<file path="src/rtl/kwdt_pkg.sv">
package kwdt_pkg;
    localparam int ADDR_W = 6;
    localparam logic [ADDR_W-1:0] OFS_LOAD_LO = 6'h00;
    localparam logic [ADDR_W-1:0] OFS_LOAD_HI = 6'h04;
    localparam logic [ADDR_W-1:0] OFS_CTRL    = 6'h08;
    localparam logic [ADDR_W-1:0] OFS_CLEAR   = 6'h0C;
    localparam logic [ADDR_W-1:0] OFS_STATUS  = 6'h10;
    localparam logic [ADDR_W-1:0] OFS_GATE    = 6'h14;
    localparam logic [ADDR_W-1:0] OFS_CNT_LO  = 6'h18;
    localparam logic [ADDR_W-1:0] OFS_CNT_HI  = 6'h1C;
    localparam logic [ADDR_W-1:0] OFS_LOCK    = 6'h20;
    localparam logic [ADDR_W-1:0] OFS_WARN_LO = 6'h2C;
    localparam logic [ADDR_W-1:0] OFS_WARN_HI = 6'h30;

    // control bit positions
    localparam int CB_WARN_EN = 0;
    localparam int CB_RUN     = 1;
    localparam int CB_NEWMODE = 2;
    localparam int CB_RST_EN  = 3;
    localparam int CTRL_W     = 4;

    // status bit positions (also used by the clear register)
    localparam int SB_WARN = 0;
    localparam int SB_RST  = 3;
    localparam int SB_BUSY = 4;
endpackage

</file>
<file path="src/rtl/kwdt_regs.sv">
module kwdt_regs
    import kwdt_pkg::*;
#(
    parameter int          DW  = 32,
    parameter logic [15:0] KEY = 16'hE551
) (
    input  logic              clk,
    input  logic              rst_n,
    input  logic              wr,
    input  logic [ADDR_W-1:0] addr,
    input  logic [31:0]       wdata,
    output logic              unlocked,
    output logic [CTRL_W-1:0] ctrl,
    output logic              gate,
    output logic [DW-1:0]     load_sh,
    output logic [DW-1:0]     warn_sh,
    output logic              ld_wr,
    output logic              clr_warn,
    output logic              clr_rst
);
    localparam int HW = DW / 2;

    typedef struct packed {
        logic              unlocked;
        logic [CTRL_W-1:0] ctrl;
        logic              gate;
        logic [DW-1:0]     load;
        logic [DW-1:0]     warn;
    } regs_t;

    regs_t q, d;

    always_comb begin
        d        = q;
        ld_wr    = 1'b0;
        clr_warn = 1'b0;
        clr_rst  = 1'b0;
        if (wr) begin
            if (addr == OFS_LOCK) begin
                d.unlocked = (wdata == {16'h0, KEY});
            end else if (q.unlocked) begin
                case (addr)
                    OFS_LOAD_LO: begin d.load[HW-1:0]  = wdata[HW-1:0]; ld_wr = 1'b1; end
                    OFS_LOAD_HI: begin d.load[DW-1:HW] = wdata[HW-1:0]; ld_wr = 1'b1; end
                    OFS_WARN_LO: begin d.warn[HW-1:0]  = wdata[HW-1:0]; ld_wr = 1'b1; end
                    OFS_WARN_HI: begin d.warn[DW-1:HW] = wdata[HW-1:0]; ld_wr = 1'b1; end
                    OFS_CTRL:    d.ctrl = wdata[CTRL_W-1:0];
                    OFS_GATE:    d.gate = wdata[0];
                    OFS_CLEAR: begin
                        clr_warn = wdata[SB_WARN];
                        clr_rst  = wdata[SB_RST];
                    end
                    default: ;
                endcase
            end
        end
    end

    always_ff @(posedge clk or negedge rst_n) begin
        if (!rst_n) q <= '0;
        else        q <= d;
    end

    assign unlocked = q.unlocked;
    assign ctrl     = q.ctrl;
    assign gate     = q.gate;
    assign load_sh  = q.load;
    assign warn_sh  = q.warn;
endmodule

</file>
<file path="src/rtl/kwdt_busy.sv">
module kwdt_busy #(
    parameter int BUSY_TICKS = 2
) (
    input  logic clk,
    input  logic rst_n,
    input  logic tick,
    input  logic ld_wr,
    output logic busy,
    output logic commit
);
    localparam int BW = $clog2(BUSY_TICKS + 1);
    localparam logic [BW-1:0] LAST = BW'(BUSY_TICKS - 1);

    typedef struct packed {
        logic          busy;
        logic [BW-1:0] ticks;
    } busy_t;

    busy_t q, d;

    always_comb begin
        d      = q;
        commit = 1'b0;
        if (ld_wr) begin
            d.busy  = 1'b1;
            d.ticks = '0;
        end else if (q.busy && tick) begin
            if (q.ticks == LAST) begin
                commit  = 1'b1;
                d.busy  = 1'b0;
                d.ticks = '0;
            end else begin
                d.ticks = q.ticks + 1'b1;
            end
        end
    end

    always_ff @(posedge clk or negedge rst_n) begin
        if (!rst_n) q <= '0;
        else        q <= d;
    end

    assign busy = q.busy;
endmodule

</file>
<file path="src/rtl/kwdt_count.sv">
module kwdt_count
    import kwdt_pkg::*;
#(
    parameter int DW = 32
) (
    input  logic              clk,
    input  logic              rst_n,
    input  logic              tick,
    input  logic              commit,
    input  logic [DW-1:0]     load_sh,
    input  logic [DW-1:0]     warn_sh,
    input  logic [CTRL_W-1:0] ctrl,
    input  logic              clr_warn,
    input  logic              clr_rst,
    output logic [DW-1:0]     cnt,
    output logic              raw_warn,
    output logic              raw_rst
);
    typedef struct packed {
        logic [DW-1:0] cnt;
        logic [DW-1:0] warn;
        logic          raw_warn;
        logic          raw_rst;
    } cnt_t;

    cnt_t q, d;
    logic [DW-1:0] dec;

    always_comb begin
        d   = q;
        dec = q.cnt - 1'b1;
        if (clr_warn) d.raw_warn = 1'b0;
        if (clr_rst)  d.raw_rst  = 1'b0;
        if (commit) begin
            d.cnt  = load_sh;
            d.warn = warn_sh;
        end else if (ctrl[CB_RUN] && tick && (q.cnt != '0)) begin
            d.cnt = dec;
            if (ctrl[CB_WARN_EN] && (dec == q.warn)) d.raw_warn = 1'b1;
            if (ctrl[CB_RST_EN]  && (dec == '0))     d.raw_rst  = 1'b1;
        end
    end

    always_ff @(posedge clk or negedge rst_n) begin
        if (!rst_n) q <= '0;
        else        q <= d;
    end

    assign cnt      = q.cnt;
    assign raw_warn = q.raw_warn;
    assign raw_rst  = q.raw_rst;
endmodule

</file>
<file path="src/rtl/kwdt_top.sv">
module kwdt_top
    import kwdt_pkg::*;
#(
    parameter int          DW         = 32,
    parameter int          BUSY_TICKS = 2,
    parameter logic [15:0] KEY        = 16'hE551
) (
    input  logic              clk,
    input  logic              rst_n,
    input  logic              slow_tick,
    input  logic              bus_wr,
    input  logic [ADDR_W-1:0] bus_addr,
    input  logic [31:0]       bus_wdata,
    output logic [31:0]       bus_rdata,
    output logic              irq,
    output logic              rst_req
);
    localparam int HW = DW / 2;

    logic              unlocked, gate, ld_wr, clr_warn, clr_rst;
    logic              busy, commit, raw_warn, raw_rst;
    logic [CTRL_W-1:0] ctrl;
    logic [DW-1:0]     load_sh, warn_sh, cnt;

    kwdt_regs #(.DW(DW), .KEY(KEY)) u_regs (
        .clk(clk), .rst_n(rst_n), .wr(bus_wr), .addr(bus_addr), .wdata(bus_wdata),
        .unlocked(unlocked), .ctrl(ctrl), .gate(gate), .load_sh(load_sh),
        .warn_sh(warn_sh), .ld_wr(ld_wr), .clr_warn(clr_warn), .clr_rst(clr_rst)
    );

    kwdt_busy #(.BUSY_TICKS(BUSY_TICKS)) u_busy (
        .clk(clk), .rst_n(rst_n), .tick(slow_tick), .ld_wr(ld_wr),
        .busy(busy), .commit(commit)
    );

    kwdt_count #(.DW(DW)) u_count (
        .clk(clk), .rst_n(rst_n), .tick(slow_tick), .commit(commit),
        .load_sh(load_sh), .warn_sh(warn_sh), .ctrl(ctrl),
        .clr_warn(clr_warn), .clr_rst(clr_rst),
        .cnt(cnt), .raw_warn(raw_warn), .raw_rst(raw_rst)
    );

    always_comb begin
        bus_rdata = '0;
        case (bus_addr)
            OFS_LOAD_LO: bus_rdata[HW-1:0] = load_sh[HW-1:0];
            OFS_LOAD_HI: bus_rdata[HW-1:0] = load_sh[DW-1:HW];
            OFS_WARN_LO: bus_rdata[HW-1:0] = warn_sh[HW-1:0];
            OFS_WARN_HI: bus_rdata[HW-1:0] = warn_sh[DW-1:HW];
            OFS_CNT_LO:  bus_rdata[HW-1:0] = cnt[HW-1:0];
            OFS_CNT_HI:  bus_rdata[HW-1:0] = cnt[DW-1:HW];
            OFS_CTRL:    bus_rdata[CTRL_W-1:0] = ctrl;
            OFS_GATE:    bus_rdata[0] = gate;
            OFS_LOCK:    bus_rdata[0] = unlocked;
            OFS_STATUS: begin
                bus_rdata[SB_WARN] = raw_warn;
                bus_rdata[SB_RST]  = raw_rst;
                bus_rdata[SB_BUSY] = busy;
            end
            default: ;
        endcase
    end

    assign irq     = raw_warn & gate;
    assign rst_req = raw_rst;
endmodule

</file>
<file path="config.mk">
export PLATFORM = sky130hd
export DESIGN_NAME = kwdt_top
export DESIGN_NICKNAME = d
export VERILOG_FILES = /design/src/rtl/kwdt_pkg.sv /design/src/rtl/kwdt_regs.sv /design/src/rtl/kwdt_busy.sv /design/src/rtl/kwdt_count.sv /design/src/rtl/kwdt_top.sv
export SDC_FILE = /design/constraint.sdc
export NUM_CORES = 1
export LEC_CHECK = 0
export CAP_MARGIN = 10
export CORE_MARGIN = 2
export CORE_UTILIZATION = 60
export CTS_CLUSTER_SIZE = 8
export DETAILED_ROUTE_END_ITERATION = 8
export GPL_ROUTABILITY_DRIVEN = 0
export PLACE_DENSITY = 0.9
export SYNTH_ARGS = -nofsm -noshare
export SYNTH_HDL_FRONTEND = slang
export SYNTH_SLANG_ARGS = --single-unit
</file>
<file path="constraint.sdc">
create_clock -name clk -period 9.2 [get_ports clk]
set_clock_uncertainty 0.2 [all_clocks]
set_input_delay 1.84 -clock clk [delete_from_list [all_inputs] [get_ports clk]]
set_output_delay 1.84 -clock clk [all_outputs]
set_load 0.01 [all_outputs]
</file>
==> results.json, run 1 <==
{
  "final_nets": 835,
  "cts_buffer_depth": 2,
  "ys_ff_latch": 139,
  "dieHeight_um": 119,
  "cts_sinks": 139,
  "finalPower_mw": 1.31,
  "n_fill_cell": 832,
  "ys.flop_type": "dfrtp_1",
  "pwr-share-seq": 0.468,
  "final_util": 0.706,
  "drive_gt1_frac": 0.193,
  "cp_top_family": "simple AND/OR/NAND/NOR gates",
  "grt_pass1_vias": 6830,
  "first_pass_iters": 8,
  "diodes": 0,
  "synth_cells": 769,
  "pwr-share-comb": 0.036,
  "start_util": 0.620,
  "yosysSeqAreaShare": 0.439,
  "die_area_um2": 14100,
  "ys_types": 65,
  "cts-resized-gates": 0,
  "grt_max_degree": 102,
  "synth_edf_count": 0,
  "critical-path-max-stage-delay_ns": 1.08,
  "cp_common_cell": "clkdlybuf4s50_1",
  "ios": 76,
  "final_hold_viol_count": 0,
  "io_buffer_count": 59,
  "track_usage": 0.334,
  "final-setup-viol-count": 0,
  "clk_latency_ns": 0.43,
  "vias_per_cell": 6.92,
  "cp_max_fo": 14,
  "netlist_area_um2": 7920,
  "cp_num_buf_inv": 2,
  "grt_overflow_total": 0,
  "hpwl_um": 15000,
  "tightestPinTransition_ns": 1.27,
  "outcome": "complete, no violations",
  "fin_crit_ns": 7.40,
  "finalNonFillerCells": 975,
  "critPathCaptureType": "primary output",
  "power_density_nw_per_um2": 145,
  "area_growth_pct": 13.9,
  "ant_nets": 0,
  "pwr-share-clk": 0.496,
  "yosys_warnings": 0,
  "cp.arrival_ns": 5.36,
  "timing.final.crit_share": 0.804,
  "p_sw_mw": 0.282,
  "antenna_found_initial": 0,
  "cts_tree": "built",
  "cp.required_ns": 7.16,
  "ctsHoldBuffers": 0,
  "hp-class": "reg -> reg",
  "async_flop_share": 1.00,
  "drc_errors": 0,
  "swShare": 0.216,
  "crit_chain": "clkdlybuf4s50_1 -> nor4_1 -> and2_0 -> a222oi_1 -> nand2_1 -> clkdlybuf4s50_1",
  "postCtsSetupBuffers": 0,
  "slew_violations": 0,
  "cts_made_buffers": 17,
  "crit_path_start_kind": "primary input",
  "slowest_stage": "and2_0",
  "num_vias": 6749,
  "clk_pin_slew_worst_paths_ns": 0.05,
  "first_iter_violations": 1203,
  "dp_cells": 943,
  "rows": 41,
  "ctsHtreeMaxLevel": 4,
  "die_w_um": 119,
  "core_area_um2": 12800,
  "relSlewSlack": 0.156,
  "grt_pass1_wl_um": 36600,
  "post_drt_wl_per_cell_um": 23.5,
  "drv_cap": 0,
  "internal-power_mw": 1.03,
  "avgSynthCellArea_um2": 10.3,
  "p_leak_nw": 4.17,
  "cts-root-buf": "clkbuf_16",
  "rsz0062_at_grt": "no",
  "fmax_ghz": 0.135,
  "multi_input_area_um2": 4100,
  "fin_tns_setup_ns": 0,
  "crit_type": "in -> out",
  "seqCellArea_um2": 3480,
  "drt-total-wl_um": 22900,
  "peakVddDrop_mv": 0.198
}
[synth_stat cells, drive strengths merged, types with 3 or more instances]
master,number,share of area
or2,5,0.0039
buf,28,0.024
nand3,19,0.012
a22oi,12,0.011
nor2,39,0.018
nand3b,4,0.0038
a31oi,5,0.0039
or4,3,0.0035
o311ai,3,0.0033
dfrtp,139,0.44
nand2b,4,0.0032
nand2,74,0.035
a21oi,5,0.0032
o21ai,41,0.026
a222oi,25,0.032
and3,3,0.0024
nand4,10,0.0079
xnor2,54,0.060
nor4bb,3,0.0038
nor2b,3,0.0024
o31ai,3,0.0028
nor3b,4,0.0038
o2111ai,4,0.0044
or3,7,0.0062
nor4b,5,0.0063
and2,4,0.0032
xor2,24,0.027
clkbuf,49,0.023
nor4,25,0.022
mux2,101,0.14
inv,10,0.0047
nor3,22,0.015
[layout by cell type (no fill, tap or decap), types with 4 or more instances in the layout]
cell	count
nor4_1	22
a31oi_1	5
clkbuf_8	4
buf_4	5
nor3_1	19
nor3b_1	4
dfrtp_1	139
nand3b_1	4
or3_1	6
clkbuf_16	17
conb_1	16
or2_2	5
o2111ai_1	4
o21ai_0	41
nand4_1	10
xnor2_1	54
a21oi_1	5
clkdlybuf4s50_1	58
nor4b_1	4
nand2_1	74
inv_1	10
mux2_2	101
xor2_1	24
nand3_1	19
nor2_1	39
a22oi_1	12
nand2b_1	4
a222oi_1	25
clkinv_2	6
[worst paths after layout]
path | cells after the start | slack (ns) | start | to
worst max-delay path | 6 | 1.80 | bus_addr[2] | bus_rdata[12]
worst min-delay path | 1 | 0.32 | u_regs.load_sh[1] | u_count.cnt[1]
worst max register to register | 9 | 4.91 | u_count.cnt[0] | u_count.cnt[21]
worst min register to register | 1 | 0.32 | u_regs.load_sh[1] | u_count.cnt[1]
max in group asynchronous | 2 | 6.29 | rst_n | u_regs.warn_sh[10]
min in group asynchronous | 1 | 1.19 | rst_n | u_regs.load_sh[17]
[through the flow]
stage                     area, um^2  hold slack [ns]  setup WS [ns]
after global routing            9020            0.343           1.70
final                           9020            0.317           1.80
after floorplan                 7980            0.260           3.68
after detailed placement        8460            0.295           2.00
after global placement          8460            0.289           2.31
after CTS                       9010            0.316           1.90
[power by group through the flow]
stage | Clock, mW | Combinational, mW | Sequential (mW)
global placement | 0 | 0.0446 | 0.623
CTS | 0.651 | 0.0466 | 0.612
finish | 0.649 | 0.0466 | 0.612
detailed placement | 0 | 0.0463 | 0.623
global route | 0.675 | 0.0511 | 0.611
floorplan | 0 | 0.0138 | 0.623
[cell type report]
| type | instances | share of cell area |
|---|---|---|
| Inverter | 10 | 0.00416 |
| Sequential cell | 139 | 0.385 |
| Clock inverter | 8 | 0.00749 |
| Clock buffer | 23 | 0.0541 |
| Multi-Input combinational cell | 558 | 0.454 |
| Timing Repair Buffer | 65 | 0.0710 |
| Tap cell | 172 | 0.0238 |
[state kept, by name, summed over array words and instances (netlist names)]
name,count
u_count.raw_warn,1
u_regs.load_sh,32
u_regs.warn_sh,32
u_regs.ctrl,4
u_regs.gate,1
u_busy.busy,1
u_regs.unlocked,1
u_count.cnt,32
u_count.q,32
u_count.raw_rst,1
u_busy.q,2
[worst register-to-register path: stages, from the launching register on]
cell and delay (ns):
dfrtp_1 0.50, inv_1 0.12, ha_1 0.25, nor3b_1 0.68
nand3_1 0.69, nor4_1 0.60, or2_2 0.53, nor3_1 0.22
xnor2_1 0.23, o21ai_0 0.11
[per-layer routing]
layer  share of wire  GRT usage  routed length [um]  up-vias
met5               0          0                   0        -
met2            0.45      0.505               10300      557
met3            0.13      0.104                2960      137
met4           0.062      0.199                1410        0
li1                -          -                   -     2812
met1            0.36      0.420                8220     3243
[kinds of logic (layout without fill, tap and decap cells)]
group                    after synthesis  in the layout  synth area share
XOR/XNOR                              80             80            0.0924
flip-flops                           139            139             0.439
adder cells (fa/ha/maj)                2              2           0.00316
AO/OA/AOI/OAI                        116            116             0.106
buffers and inverters                 87            106            0.0524
multiplexers                         103            103             0.146
AND/OR/NAND/NOR                      241            241             0.161
other                                  1             16          0.000473
(Power assumes the default switching activity.)
==> run 2, diff against run 1 <==
--- a/config.mk
+++ b/config.mk
@@ -7,11 +7,11 @@
 export LEC_CHECK = 0
 export CAP_MARGIN = 10
 export CORE_MARGIN = 2
-export CORE_UTILIZATION = 60
+export CORE_UTILIZATION = 52
 export CTS_CLUSTER_SIZE = 8
 export DETAILED_ROUTE_END_ITERATION = 8
 export GPL_ROUTABILITY_DRIVEN = 0
-export PLACE_DENSITY = 0.9
+export PLACE_DENSITY = 0.83
 export SYNTH_ARGS = -nofsm -noshare
 export SYNTH_HDL_FRONTEND = slang
 export SYNTH_SLANG_ARGS = --single-unit
==> constraint.sdc (replaced) <==
create_clock -name clk -period 6.3 [get_ports clk]
set_clock_uncertainty 0.2 [all_clocks]
set_input_delay 1.26 -clock clk [delete_from_list [all_inputs] [get_ports clk]]
set_output_delay 1.26 -clock clk [all_outputs]
set_load 0.01 [all_outputs]
==> run 2 against run 1 <==
  * Largest cell class unchanged
  * Clock power rose by 49%
  * Global-route usage fell by 4.9 points
  * Critical path depth rose by 1
  * Final cell count rose by 2.2%
  * Combinational power rose by 47%
==> results.json, run 2 (synthesized netlist as in run 1, its figures left out) <==
{
  "clk_pin_slew_worst_paths_ns": 0.06,
  "r2r_cells": 7,
  "dieHeight_um": 127,
  "track_usage": 0.284,
  "critPathCaptureType": "primary output",
  "drt-total-wl_um": 22100,
  "ctsHoldBuffers": 0,
  "grt_pass1_vias": 6433,
  "final_common_cell": "dfrtp_1",
  "grt_busiest_layer": "met2",
  "worstHoldPathCells": 2,
  "r2r_start": "u_count.cnt[7]",
  "first_iter_violations": 872,
  "critical-path-max-stage-delay_ns": 0.72,
  "final-setup-viol-count": 0,
  "power_density_nw_per_um2": 212,
  "timing.final.crit_share": 0.851,
  "final_hold_viol_count": 0,
  "grt_use_met3": 0.0574,
  "rsz0062_at_grt": "no",
  "finalNonFillerCells": 996,
  "grt_overflow_total": 0,
  "hpwl_um": 15100,
  "cts_sinks": 139,
  "fin_tns_setup_ns": 0,
  "hp-class": "reg -> reg",
  "io_buffer_count": 59,
  "hold_end": "u_count.cnt[6]",
  "first_pass_iters": 8,
  "fmax_ghz": 0.187,
  "use_met2": 0.452,
  "cp_common_cell": "clkdlybuf4s50_1",
  "relSlewSlack": 0.270,
  "drive_gt1_frac": 0.198,
  "gr-usage-met1": 0.372,
  "tightestPinTransition_ns": 1.09,
  "diodes": 0,
  "seqCellArea_um2": 3480,
  "core_area_um2": 15000,
  "fin_crit_ns": 5.36,
  "cts_made_buffers": 17,
  "crit_type": "in -> out",
  "start_util": 0.527,
  "peakVddDrop_mv": 0.187,
  "grt_pass1_wl_um": 35600,
  "holdCritStartpoint": "u_regs.load_sh[6]",
  "antenna_found_initial": 0,
  "slowest_stage": "and3_1",
  "crit_chain": "clkdlybuf4s50_1 -> nor4_1 -> buf_4 -> and3_1 -> a222oi_1 -> nand2_1 -> clkdlybuf4s50_1",
  "cts_tree": "built",
  "cp_max_fo": 15,
  "clk_latency_ns": 0.43,
  "final_nets": 839,
  "outcome": "complete, no violations",
  "ctsHtreeMaxLevel": 4,
  "final_cell_mix": "139 x dfrtp_1, 101 x mux2_2, 74 x nand2_1, 58 x clkdlybuf4s50_1, 54 x xnor2_1",
  "num_vias": 6520,
  "dp_cells": 964,
  "postCtsSetupBuffers": 0,
  "post_drt_wl_per_cell_um": 22.2,
  "ant_nets": 0,
  "drc_errors": 0,
  "die_w_um": 127,
  "multi_input_area_um2": 4100,
  "cp.required_ns": 4.84,
  "rows": 45,
  "area_growth_pct": 14.7,
  "ios": 76,
  "p_leak_nw": 4.18,
  "cts_buffer_depth": 2,
  "slew_violations": 0,
  "r2r-end": "u_count.raw_rst",
  "grt_max_degree": 85,
  "cts-root-buf": "clkbuf_16",
  "cts-resized-gates": 0,
  "die_area_um2": 16200,
  "drv_cap": 0,
  "n_fill_cell": 1154,
  "crit_path_start_kind": "primary input",
  "cp.arrival_ns": 3.90,
  "vias_per_cell": 6.55,
  "regToRegSetupSlack_ns": 2.17
}
run 2: layer usage:
| metal | routed length [um] | vias to the layer above |
|---|---|---|
| met4 | 1110 | 2 |
| met5 | 31 | - |
| met2 | 10300 | 411 |
| met1 | 8480 | 3186 |
| met3 | 2150 | 102 |
| li1 | - | 2819 |
run 2: worst max-delay path by stage:
| stage | start | to | slack [ns] | cells past startpoint |
|---|---|---|---|---|
| after floorplan | bus_addr[1] | bus_rdata[6] | 1.94 | 6 |
| after global placement | bus_addr[2] | bus_rdata[3] | 1.06 | 7 |
| after detailed placement | bus_addr[2] | bus_rdata[6] | 1.00 | 7 |
| after CTS | bus_addr[2] | bus_rdata[6] | 0.95 | 7 |
| after global routing | bus_addr[2] | bus_rdata[6] | 0.79 | 7 |
| final | bus_addr[2] | bus_rdata[8] | 0.94 | 7 |
run 2: area by class of cell:
cell class	instances	area share
Timing Repair Buffer	69	0.0734
Clock buffer	20	0.0492
Multi-Input combinational cell	558	0.451
Inverter	10	0.00413
Sequential cell	139	0.383
Clock inverter	12	0.0136
Tap cell	188	0.0259
run 2: per-stage QoR:
step	power (mW)	instance area [um^2]	hold slack, ns	utilization	setup WS, ns
after floorplan	0.930	7980	0.260	-	1.94
after global placement	0.977	8510	0.283	0.566	1.06
after detailed placement	0.978	8510	0.298	0.566	1.00
after CTS	1.94	9080	0.312	0.604	0.954
after global routing	1.98	9080	0.322	0.604	0.793
final	1.93	9080	0.307	0.604	0.938
run 2: power by group:
| group | switching, mW | leakage [nW] | total (mW) | internal (mW) |
|---|---|---|---|---|
| combinational | 0.0413 | 1.98 | 0.0683 | 0.0270 |
| clock | 0.381 | 0.272 | 0.969 | 0.588 |
| sequential | 0.0000000000252 | 1.93 | 0.893 | 0.893 |
| total | 0.422 | 4.18 | 1.93 | 1.51 |
run 2: critical path, delay by kind of cell:
kind	cells	cell delay (ns)
and+or+nand+nor	3	1.13
AOI/OAI and AO/OA	1	0.26
buffers and inverters	3	1.23
